--- config.mk ---
export PLATFORM = sky130hd
export DESIGN_NAME = sdram_init_seq
export DESIGN_NICKNAME = d
export VERILOG_FILES = /design/src/rtl/sdram_init_pkg.sv /design/src/rtl/sdram_init_timer.sv /design/src/rtl/sdram_init_cmdenc.sv /design/src/rtl/sdram_init_seq.sv
export SDC_FILE = /design/constraint.sdc
export NUM_CORES = 1
export LEC_CHECK = 0
export BUFFER_PORTS_ARGS = -buffer_cell sky130_fd_sc_hd__clkbuf_2
export CAP_MARGIN = 10
export CORE_MARGIN = 1
export CORE_UTILIZATION = 25
export CTS_CLUSTER_SIZE = 16
export DETAILED_ROUTE_END_ITERATION = 7
export SLEW_MARGIN = 20
export SYNTH_ARGS = -nofsm -noshare
export SYNTH_HDL_FRONTEND = slang
export SYNTH_SLANG_ARGS = --single-unit
--- constraint.sdc ---
create_clock -name clk -period 6.6 [get_ports clk]
set_input_delay 1.32 -clock clk [delete_from_list [all_inputs] [get_ports clk]]
set_output_delay 1.32 -clock clk [all_outputs]
set_load 0.005 [all_outputs]
--- src/rtl/sdram_init_pkg.sv ---
package sdram_init_pkg;

  typedef enum logic [3:0] {
    ST_IDLE, ST_PWRUP, ST_NOP1, ST_W_NOP1, ST_PALL, ST_W_PALL,
    ST_NOP2, ST_W_NOP2, ST_RFAST, ST_W_RFAST, ST_RNORM, ST_W_RNORM,
    ST_MODE, ST_W_MODE, ST_NORMAL
  } seq_state_t;

  typedef struct packed {
    logic cke;
    logic cs_n;
    logic ras_n;
    logic cas_n;
    logic we_n;
  } sd_pins_t;

  localparam sd_pins_t PINS_OFF  = sd_pins_t'(5'b01111);
  localparam sd_pins_t PINS_NOP  = sd_pins_t'(5'b10111);
  localparam sd_pins_t PINS_PALL = sd_pins_t'(5'b10010);
  localparam sd_pins_t PINS_MODE = sd_pins_t'(5'b10000);

  localparam logic [8:0] CTL_NONE   = 9'h000;
  localparam logic [8:0] CTL_NOP    = 9'h183;
  localparam logic [8:0] CTL_PALL   = 9'h103;
  localparam logic [8:0] CTL_MODE   = 9'h083;
  localparam logic [8:0] CTL_NORMAL = 9'h002;

endpackage

--- src/rtl/sdram_init_timer.sv ---
module sdram_init_timer #(
  parameter int CW = 16
) (
  input  logic          clk,
  input  logic          rst,
  input  logic          load_i,
  input  logic [CW-1:0] len_i,
  output logic          expired_o
);

  logic [CW-1:0] cnt_q;

  always_ff @(posedge clk) begin
    if (rst)
      cnt_q <= '0;
    else if (load_i)
      cnt_q <= len_i - CW'(1);
    else if (cnt_q != '0)
      cnt_q <= cnt_q - CW'(1);
  end

  assign expired_o = (cnt_q == '0);

endmodule

--- src/rtl/sdram_init_cmdenc.sv ---
module sdram_init_cmdenc
  import sdram_init_pkg::*;
#(
  parameter int ADDR_W      = 13,
  parameter int PALL_BIT    = 10,
  parameter int CAS_LAT     = 3,
  parameter int BURST_INTLV = 0,
  parameter int BURST_CODE  = 2
) (
  input  seq_state_t        st_i,
  output sd_pins_t          pins_o,
  output logic [ADDR_W-1:0] addr_o,
  output logic [8:0]        ctl_o
);

  localparam logic [ADDR_W-1:0] MODE_WORD =
    ADDR_W'((CAS_LAT << 4) | (BURST_INTLV << 3) | BURST_CODE);
  localparam logic [ADDR_W-1:0] PALL_WORD = ADDR_W'(1) << PALL_BIT;

  always_comb begin
    pins_o = PINS_NOP;
    addr_o = '0;
    ctl_o  = CTL_NOP;
    case (st_i)
      ST_IDLE, ST_PWRUP: begin
        pins_o = PINS_OFF;
        ctl_o  = CTL_NONE;
      end
      ST_PALL: begin
        pins_o = PINS_PALL;
        addr_o = PALL_WORD;
        ctl_o  = CTL_PALL;
      end
      ST_W_PALL: ctl_o = CTL_PALL;
      ST_MODE: begin
        pins_o = PINS_MODE;
        addr_o = MODE_WORD;
        ctl_o  = CTL_MODE;
      end
      ST_W_MODE: ctl_o = CTL_MODE;
      ST_NORMAL: ctl_o = CTL_NORMAL;
      default: ;
    endcase
  end

endmodule

--- src/rtl/sdram_init_seq.sv ---
module sdram_init_seq
  import sdram_init_pkg::*;
#(
  parameter int CLK_MHZ        = 125,
  parameter int T_PWRUP_NS     = 100000,
  parameter int T_LONG_NS      = 10000,
  parameter int T_SHORT_NS     = 1000,
  parameter int T_MRD_NS       = 30,
  parameter int T_REF_FAST_NS  = 200,
  parameter int T_REF_NORM_NS  = 15625,
  parameter int ADDR_W         = 13,
  parameter int BA_W           = 2,
  parameter int REF_W          = 12,
  parameter int CAS_LAT        = 3,
  parameter int BURST_CODE     = 2
) (
  input  logic              clk,
  input  logic              rst,
  input  logic              start_i,
  output logic              done_o,
  output logic              sd_cke_o,
  output logic              sd_cs_n_o,
  output logic              sd_ras_n_o,
  output logic              sd_cas_n_o,
  output logic              sd_we_n_o,
  output logic [BA_W-1:0]   sd_ba_o,
  output logic [ADDR_W-1:0] sd_addr_o,
  output logic [8:0]        ctl_word_o,
  output logic [REF_W-1:0]  ref_interval_o,
  output logic              ref_enable_o
);

  localparam int CYC_PWRUP = (T_PWRUP_NS * CLK_MHZ + 999) / 1000;
  localparam int CYC_LONG  = (T_LONG_NS  * CLK_MHZ + 999) / 1000;
  localparam int CYC_SHORT = (T_SHORT_NS * CLK_MHZ + 999) / 1000;
  localparam int CYC_MRD   = (T_MRD_NS   * CLK_MHZ + 999) / 1000;
  localparam int CYC_MAX   = (CYC_PWRUP > CYC_LONG) ? CYC_PWRUP : CYC_LONG;
  localparam int CW        = $clog2(CYC_MAX + 1);
  localparam int REF_FAST  = ((T_REF_FAST_NS * CLK_MHZ) / 1000) / 16 + 1;
  localparam int REF_NORM  = ((T_REF_NORM_NS * CLK_MHZ) / 1000) / 16 + 1;

  seq_state_t        state_q, state_d;
  logic              tmr_exp;
  logic [CW-1:0]     wait_len;
  sd_pins_t          pins_d;
  logic [ADDR_W-1:0] addr_d;
  logic [8:0]        ctl_d;

  // next-state: command states last one cycle, wait states until the timer expires
  always_comb begin
    state_d = state_q;
    case (state_q)
      ST_IDLE:    if (start_i) state_d = ST_PWRUP;
      ST_PWRUP:   if (tmr_exp) state_d = ST_NOP1;
      ST_NOP1:    state_d = ST_W_NOP1;
      ST_W_NOP1:  if (tmr_exp) state_d = ST_PALL;
      ST_PALL:    state_d = ST_W_PALL;
      ST_W_PALL:  if (tmr_exp) state_d = ST_NOP2;
      ST_NOP2:    state_d = ST_W_NOP2;
      ST_W_NOP2:  if (tmr_exp) state_d = ST_RFAST;
      ST_RFAST:   state_d = ST_W_RFAST;
      ST_W_RFAST: if (tmr_exp) state_d = ST_RNORM;
      ST_RNORM:   state_d = ST_W_RNORM;
      ST_W_RNORM: if (tmr_exp) state_d = ST_MODE;
      ST_MODE:    state_d = ST_W_MODE;
      ST_W_MODE:  if (tmr_exp) state_d = ST_NORMAL;
      default:    state_d = ST_NORMAL;
    endcase
  end

  always_comb begin
    case (state_d)
      ST_PWRUP:                          wait_len = CW'(CYC_PWRUP);
      ST_W_NOP1, ST_W_RFAST, ST_W_RNORM: wait_len = CW'(CYC_LONG);
      ST_W_PALL, ST_W_NOP2:              wait_len = CW'(CYC_SHORT);
      ST_W_MODE:                         wait_len = CW'(CYC_MRD);
      default:                           wait_len = CW'(1);
    endcase
  end

  sdram_init_timer #(.CW(CW)) u_timer (
    .clk       (clk),
    .rst       (rst),
    .load_i    (state_d != state_q),
    .len_i     (wait_len),
    .expired_o (tmr_exp)
  );

  sdram_init_cmdenc #(
    .ADDR_W      (ADDR_W),
    .PALL_BIT    (10),
    .CAS_LAT     (CAS_LAT),
    .BURST_INTLV (0),
    .BURST_CODE  (BURST_CODE)
  ) u_enc (
    .st_i   (state_d),
    .pins_o (pins_d),
    .addr_o (addr_d),
    .ctl_o  (ctl_d)
  );

  always_ff @(posedge clk) begin
    if (rst) begin
      state_q        <= ST_IDLE;
      sd_cke_o       <= 1'b0;
      sd_cs_n_o      <= 1'b1;
      sd_ras_n_o     <= 1'b1;
      sd_cas_n_o     <= 1'b1;
      sd_we_n_o      <= 1'b1;
      sd_addr_o      <= '0;
      ctl_word_o     <= CTL_NONE;
      ref_interval_o <= '0;
      ref_enable_o   <= 1'b0;
      done_o         <= 1'b0;
    end else begin
      state_q    <= state_d;
      sd_cke_o   <= pins_d.cke;
      sd_cs_n_o  <= pins_d.cs_n;
      sd_ras_n_o <= pins_d.ras_n;
      sd_cas_n_o <= pins_d.cas_n;
      sd_we_n_o  <= pins_d.we_n;
      sd_addr_o  <= addr_d;
      ctl_word_o <= ctl_d;
      if (state_d == ST_RFAST) ref_interval_o <= REF_W'(REF_FAST);
      if (state_d == ST_RNORM) ref_interval_o <= REF_W'(REF_NORM);
      ref_enable_o <= (state_d == ST_NORMAL);
      done_o       <= done_o | (state_q == ST_NORMAL);
    end
  end

  assign sd_ba_o = '0;

endmodule

# Word level (Yosys, flattened, before mapping)
# Index checks and enable logic that the tools add are counted.
[classes]
n_lt_le_gt_ge = 0
div = 0
n_reduce_logical = 11
shifts = 0
multipliers = 0
mux = 17
n_bitwise = 1
n_addsub = 2
n_eq_ne = 27
[ops]
columns = ["cell", "n"]
rows = [
  ["4-bit == test (second input constant)", 14],
  ["14-bit one-hot mux with 4 select lines", 1],
  ["4-bit one-hot mux with 14 select lines", 1],
  ["9-bit one-hot mux with 4 select lines", 1],
  ["4-bit two-way mux", 8],
  ["4-bit by 3-bit == test with 1-bit output (second input constant)", 7],
  ["14-bit two-way mux", 2],
  ["14-bit by 1-bit subtractor with 14-bit output (second input constant)", 2],
  ["11-bit one-hot mux with 2 select lines", 1],
  ["5-bit one-hot mux with 3 select lines", 1],
  ["14-bit logical NOT", 1],
  ["7-bit two-way mux", 2],
  ["14-bit nonzero test", 1],
  ["4-bit by 2-bit == test with 1-bit output (second input constant)", 3],
  ["4-bit by 1-bit == test with 1-bit output (second input constant)", 2],
  ["4-bit logical NOT", 2],
  ["2-bit OR reduction", 4],
  ["4-bit inequality test", 1],
  ["2-bit nonzero test", 2],
  ["3-bit OR reduction", 1],
  ["1-bit bitwise OR", 1],
]
[totals]
wordCells = 70
memories = 0
reg_bits = 53
latchBits = 0
rom_bits = 0
ram_bits = 0
inputBits = 3

# Logic depth before layout (Yosys ltp)
[logic_depth]
word_depth = 8
depth_mapped = 10
ltp_nobuf = 9

# Hierarchy
# A second synthesis with hierarchy kept.
[unflattened]
hier_cells = 264
hier_area_um2 = 2493.6
[modules_own_cells]
columns = ["mod", "seq_area_each_um2", "instances", "cells_per_inst", "area_each_um2"]
rows = [
  ["sdram_init_seq", 700.7, 1, 133, 1336.3],
  ["sdram_init_timer", 280.3, 1, 98, 942.2],
  ["sdram_init_cmdenc", 0.0, 1, 33, 215.2],
]

# Least setup slack after synthesis
# OpenSTA, ideal clock, no wires.
[synth_timing]
path_type = "input to register"
start = "in start_i"
end = "reg u_timer.cnt_q[12]"
t_arrival_ps = 2787
setup_ps = 78
setup_slack_ps = 3735
stages = 9
path_buffers = 0
required_ps = 6522
path_cell_list = "or3_1 a21boi_0 o32a_1 inv_1 ha_1 nand2_1 nor3_1 a41o_1 nor3_1"
[synth_between]
elab_chain_len = 7
word_cells_on_any_way = 16
[synth_lines]
columns = ["element", "line_no", "rtl"]
rows = [
  ["start, declared", "sdram_init_seq.sv:19", "input logic start_i,"],
  ["4-bit two-way mux (*)", "sdram_init_seq.sv:53", "ST_IDLE: if (start_i) state_d = ST_PWRUP;"],
  ["4-bit one-hot mux with 14 select lines (*)", "sdram_init_seq.sv:52", "case (state_q)"],
  ["4-bit by 2-bit == test with 1-bit output (tied with other cells)", "sdram_init_seq.sv:72", "case (state_d)"],
  ["3-bit OR reduction or 2-bit OR reduction (tied branches)", "sdram_init_seq.sv:72", ""],
  ["14-bit one-hot mux with 4 select lines", "sdram_init_seq.sv:72", ""],
  ["14-bit by 1-bit subtractor with 14-bit output", "sdram_init_timer.sv:17", "cnt_q <= len_i - CW'(1);"],
  ["14-bit two-way mux", "sdram_init_timer.sv:16", "else if (load_i)"],
  ["end signal, assigned", "sdram_init_timer.sv:17", ""],
  ["end signal, assigned", "sdram_init_timer.sv:19", "cnt_q <= cnt_q - CW'(1);"],
  ["end, declared", "sdram_init_timer.sv:11", "logic [CW-1:0] cnt_q;"],
]
# Every way passes the cells marked *; elsewhere a longest branch is shown, timed or not.
# A chain may end at the register's enable or synchronous reset.

# Worst setup path in the final report
[layout_timing]
start = "in start_i"
end = "reg u_timer.cnt_q[9]"
# Same word-level chain as after synthesis.

==> reports/results.ini <==
[clock_tree]
cts_resized=0
clock_latency_ns=0.28
hold_buffers=0
root_buffer=clkbuf_8
tritoncts=yes
clk_pin_slew_ns=0.07
cts_sinks=32
cts_max_level=2
post-cts-setup-buffers=0
cts_buffers=5
cts_max_path_buffers=2

[route]
drt_iter0_drc=93
viasPerCell=4.68
finalWirelength_um=4230
drt-wirelength-per-cell_um=11.9
postRouteAntennaNets=0
drt_pre_antenna_iters=4
drc=0
num_vias=1665

[die]
die_w_um=89.7
rows=31
core_area_sq_um=7330
fp.dieArea_sq_um=8050
pin_count=46
start_util_pct=26.3
die_y_um=89.7

[placed_design]
place_congestion=0.888
place_area_sq_um=1960
numPortBuffers=23
dp_hpwl_um=3130
place_inst=348

[power_and_ir_drop]
cellPowerDensity_nw_per_um2=318
total_power_w=0.000665
ir_worst_vdd_mv=0.0790
leakage_nw=0.874

[run_status]
status=finished, final reports clean

[layout]
seqCellArea_sq_um=641
finalInstanceArea_sq_um=2090
drive_gt1_share_pct=15.6
num_antenna_cells=0
nFillCells=784
nNetsFinal=260
area_growth_pct=8.58
layoutNonFillerInstCount=356
multi_input_area_sq_um=1050
mostFrequentLayoutCell=nor2_1
mostFrequentLayoutCells=33 x nor2_1, 32 x dfxtp_1, 23 x clkbuf_2

[setup_path]
cp-end-kind=flop
required_ns=6.78
startpoint_type=primary input
crit_type=in -> reg
critPathMaxFanout=8
cp.arrival_ns=3.07

[grt]
grt_pass1_vias=1438
grt_max_degree=25
grt_pass1_wl_um=7110
grt.overflow.total=0
antenna_found_initial=0
grtUsageTotal_pct=10.9

[synthesis]
synth-warning-count=0
postSynth.asyncResetShare_pct=0
ys_types=48
synth_top_family_by_area=simple AND/OR/NAND/NOR gates
ys.flop_type=dfxtp_1
synthAdderAreaFrac_pct=0.650
synth_simple_gate_area_share_pct=26.6
synthXorXnorAreaFrac_pct=1.82
ys_seq_area_share_pct=33.3
synthMuxAreaShare_pct=0
ys_ff_latch=32
syn_area_per_cell_sq_um=7.79
synth-compound-area-share_pct=21.2
syn_area_sq_um=1920
synth_cells=247
synth_edf_count=0

[timing]
max-slew-margin-rel_pct=50.1
rsz0062_at_grt=false
hold_violations=0
fmax_ghz=0.346
setup_violations=0
period_share_pct=43.8
worstMarginPinSlew_ns=0.747
clock_skew_ns=0.00467
finalSetupTns_ns=0
maxSlewViolCount=0
fin_crit_ns=2.89

[job]
drv_cap=0

[hold_path]
hp-class=reg -> reg

[cells by family after synthesis]
logic type / count (synthesis)
AND/OR/NAND/NOR: 102
AO/OA/AOI/OAI: 56
buffers and inverters: 51
flip-flops: 32
XOR/XNOR: 4
adder cells (fa/ha/maj): 1
other: 1
[metal layers]
metal / routed length [um] / vias to the layer above / global-route usage (%)
li1: - / 834 / -
met2: 1940 / 36 / 17.4
met5: 0 / - / 0
met4: 53 / 0 / 3.28
met3: 156 / 6 / 3.13
met1: 2080 / 789 / 14.1
[sequential cells by signal (all words and copies together) (netlist names)]
name / cells
u_timer.cnt_q: 14
ctl_word_o: 4
state_q: 4
ref_interval_o: 2
sd_addr_o: 2
done_o: 1
ref_enable_o: 1
sd_cas_n_o: 1
sd_cke_o: 1
sd_cs_n_o: 1
sd_ras_n_o: 1
[cell type report]
class | count | area share (%)
multi-input combinational | 185 | 50.2
clock buffer | 7 | 4.61
tap | 99 | 5.93
timing repair buffer | 23 | 5.51
sequential | 32 | 30.7
clock inverter | 1 | 1.44
inverter | 9 | 1.62
[metrics by stage]
step | hold slack [ns] | util, % | worst slack, ns
floorplan | 0.447 | - | 3.73
global placement | 0.454 | 26.8 | 3.45
detailed placement | 0.464 | 26.8 | 3.42
CTS | 0.482 | 28.5 | 3.72
global route | 0.520 | 28.5 | 3.45
finish | 0.471 | 28.5 | 3.71
[critical path: stages]
cell	delay [ns]
clkbuf_2	0.12
or4_4	0.45
a21oi_1	0.20
o32ai_1	0.15
a211oi_4	0.45
a311oi_1	0.16
a41o_1	0.22
[final timing paths]
| path | to | startpoint | slack (ns) | depth (start not counted) |
|---|---|---|---|---|
| setup reg to reg | u_timer.cnt_q[9] | state_q[1] | 3.78 | 6 |
| setup / recovery | u_timer.cnt_q[9] | start_i | 3.71 | 7 |
| hold reg to reg | ref_interval_o[1] | ref_interval_o[1] | 0.47 | 2 |
| hold / removal | ref_interval_o[1] | ref_interval_o[1] | 0.47 | 2 |
[report_power, final]
group | leakage [nW] | internal, W | total [W] | switching [W]
sequential | 0.261 | 0.000223 | 0.000260 | 0.0000372
combinational | 0.548 | 0.0000788 | 0.000199 | 0.000120
clock | 0.0645 | 0.000133 | 0.000206 | 0.0000731
total | 0.874 | 0.000435 | 0.000665 | 0.000230
[cell usage after synthesis (2+ instances only)]
library cell   n  area share, %
a2111oi_0      2           0.91
a211o_1        2           0.91
a211oi_1       4            1.6
a21boi_0       5            2.0
a21o_1         3            1.2
a21oi_1       14            3.6
a31oi_1        2           0.65
a41o_1         2            1.0
and2_1         2           0.65
and4_1         2           0.91
buf_2          7            1.8
buf_4         30             12
clkbuf_1       5           0.98
dfxtp_1       32             33
inv_1          9            1.8
nand2_1       20            3.9
nand2b_1       5            1.6
nand3_1        3           0.78
nand3b_1       2           0.78
nand4_1        4            1.3
nor2_1        33            6.4
nor2b_1        4            1.3
nor3_1        11            2.9
nor4_1         5            1.6
o21ai_0        7            1.8
o31ai_1        2           0.78
o32ai_1        2           0.91
or2_2          2           0.65
or3_1          4            1.3
xor2_1         4            1.8
(Power assumes the default switching activity.)
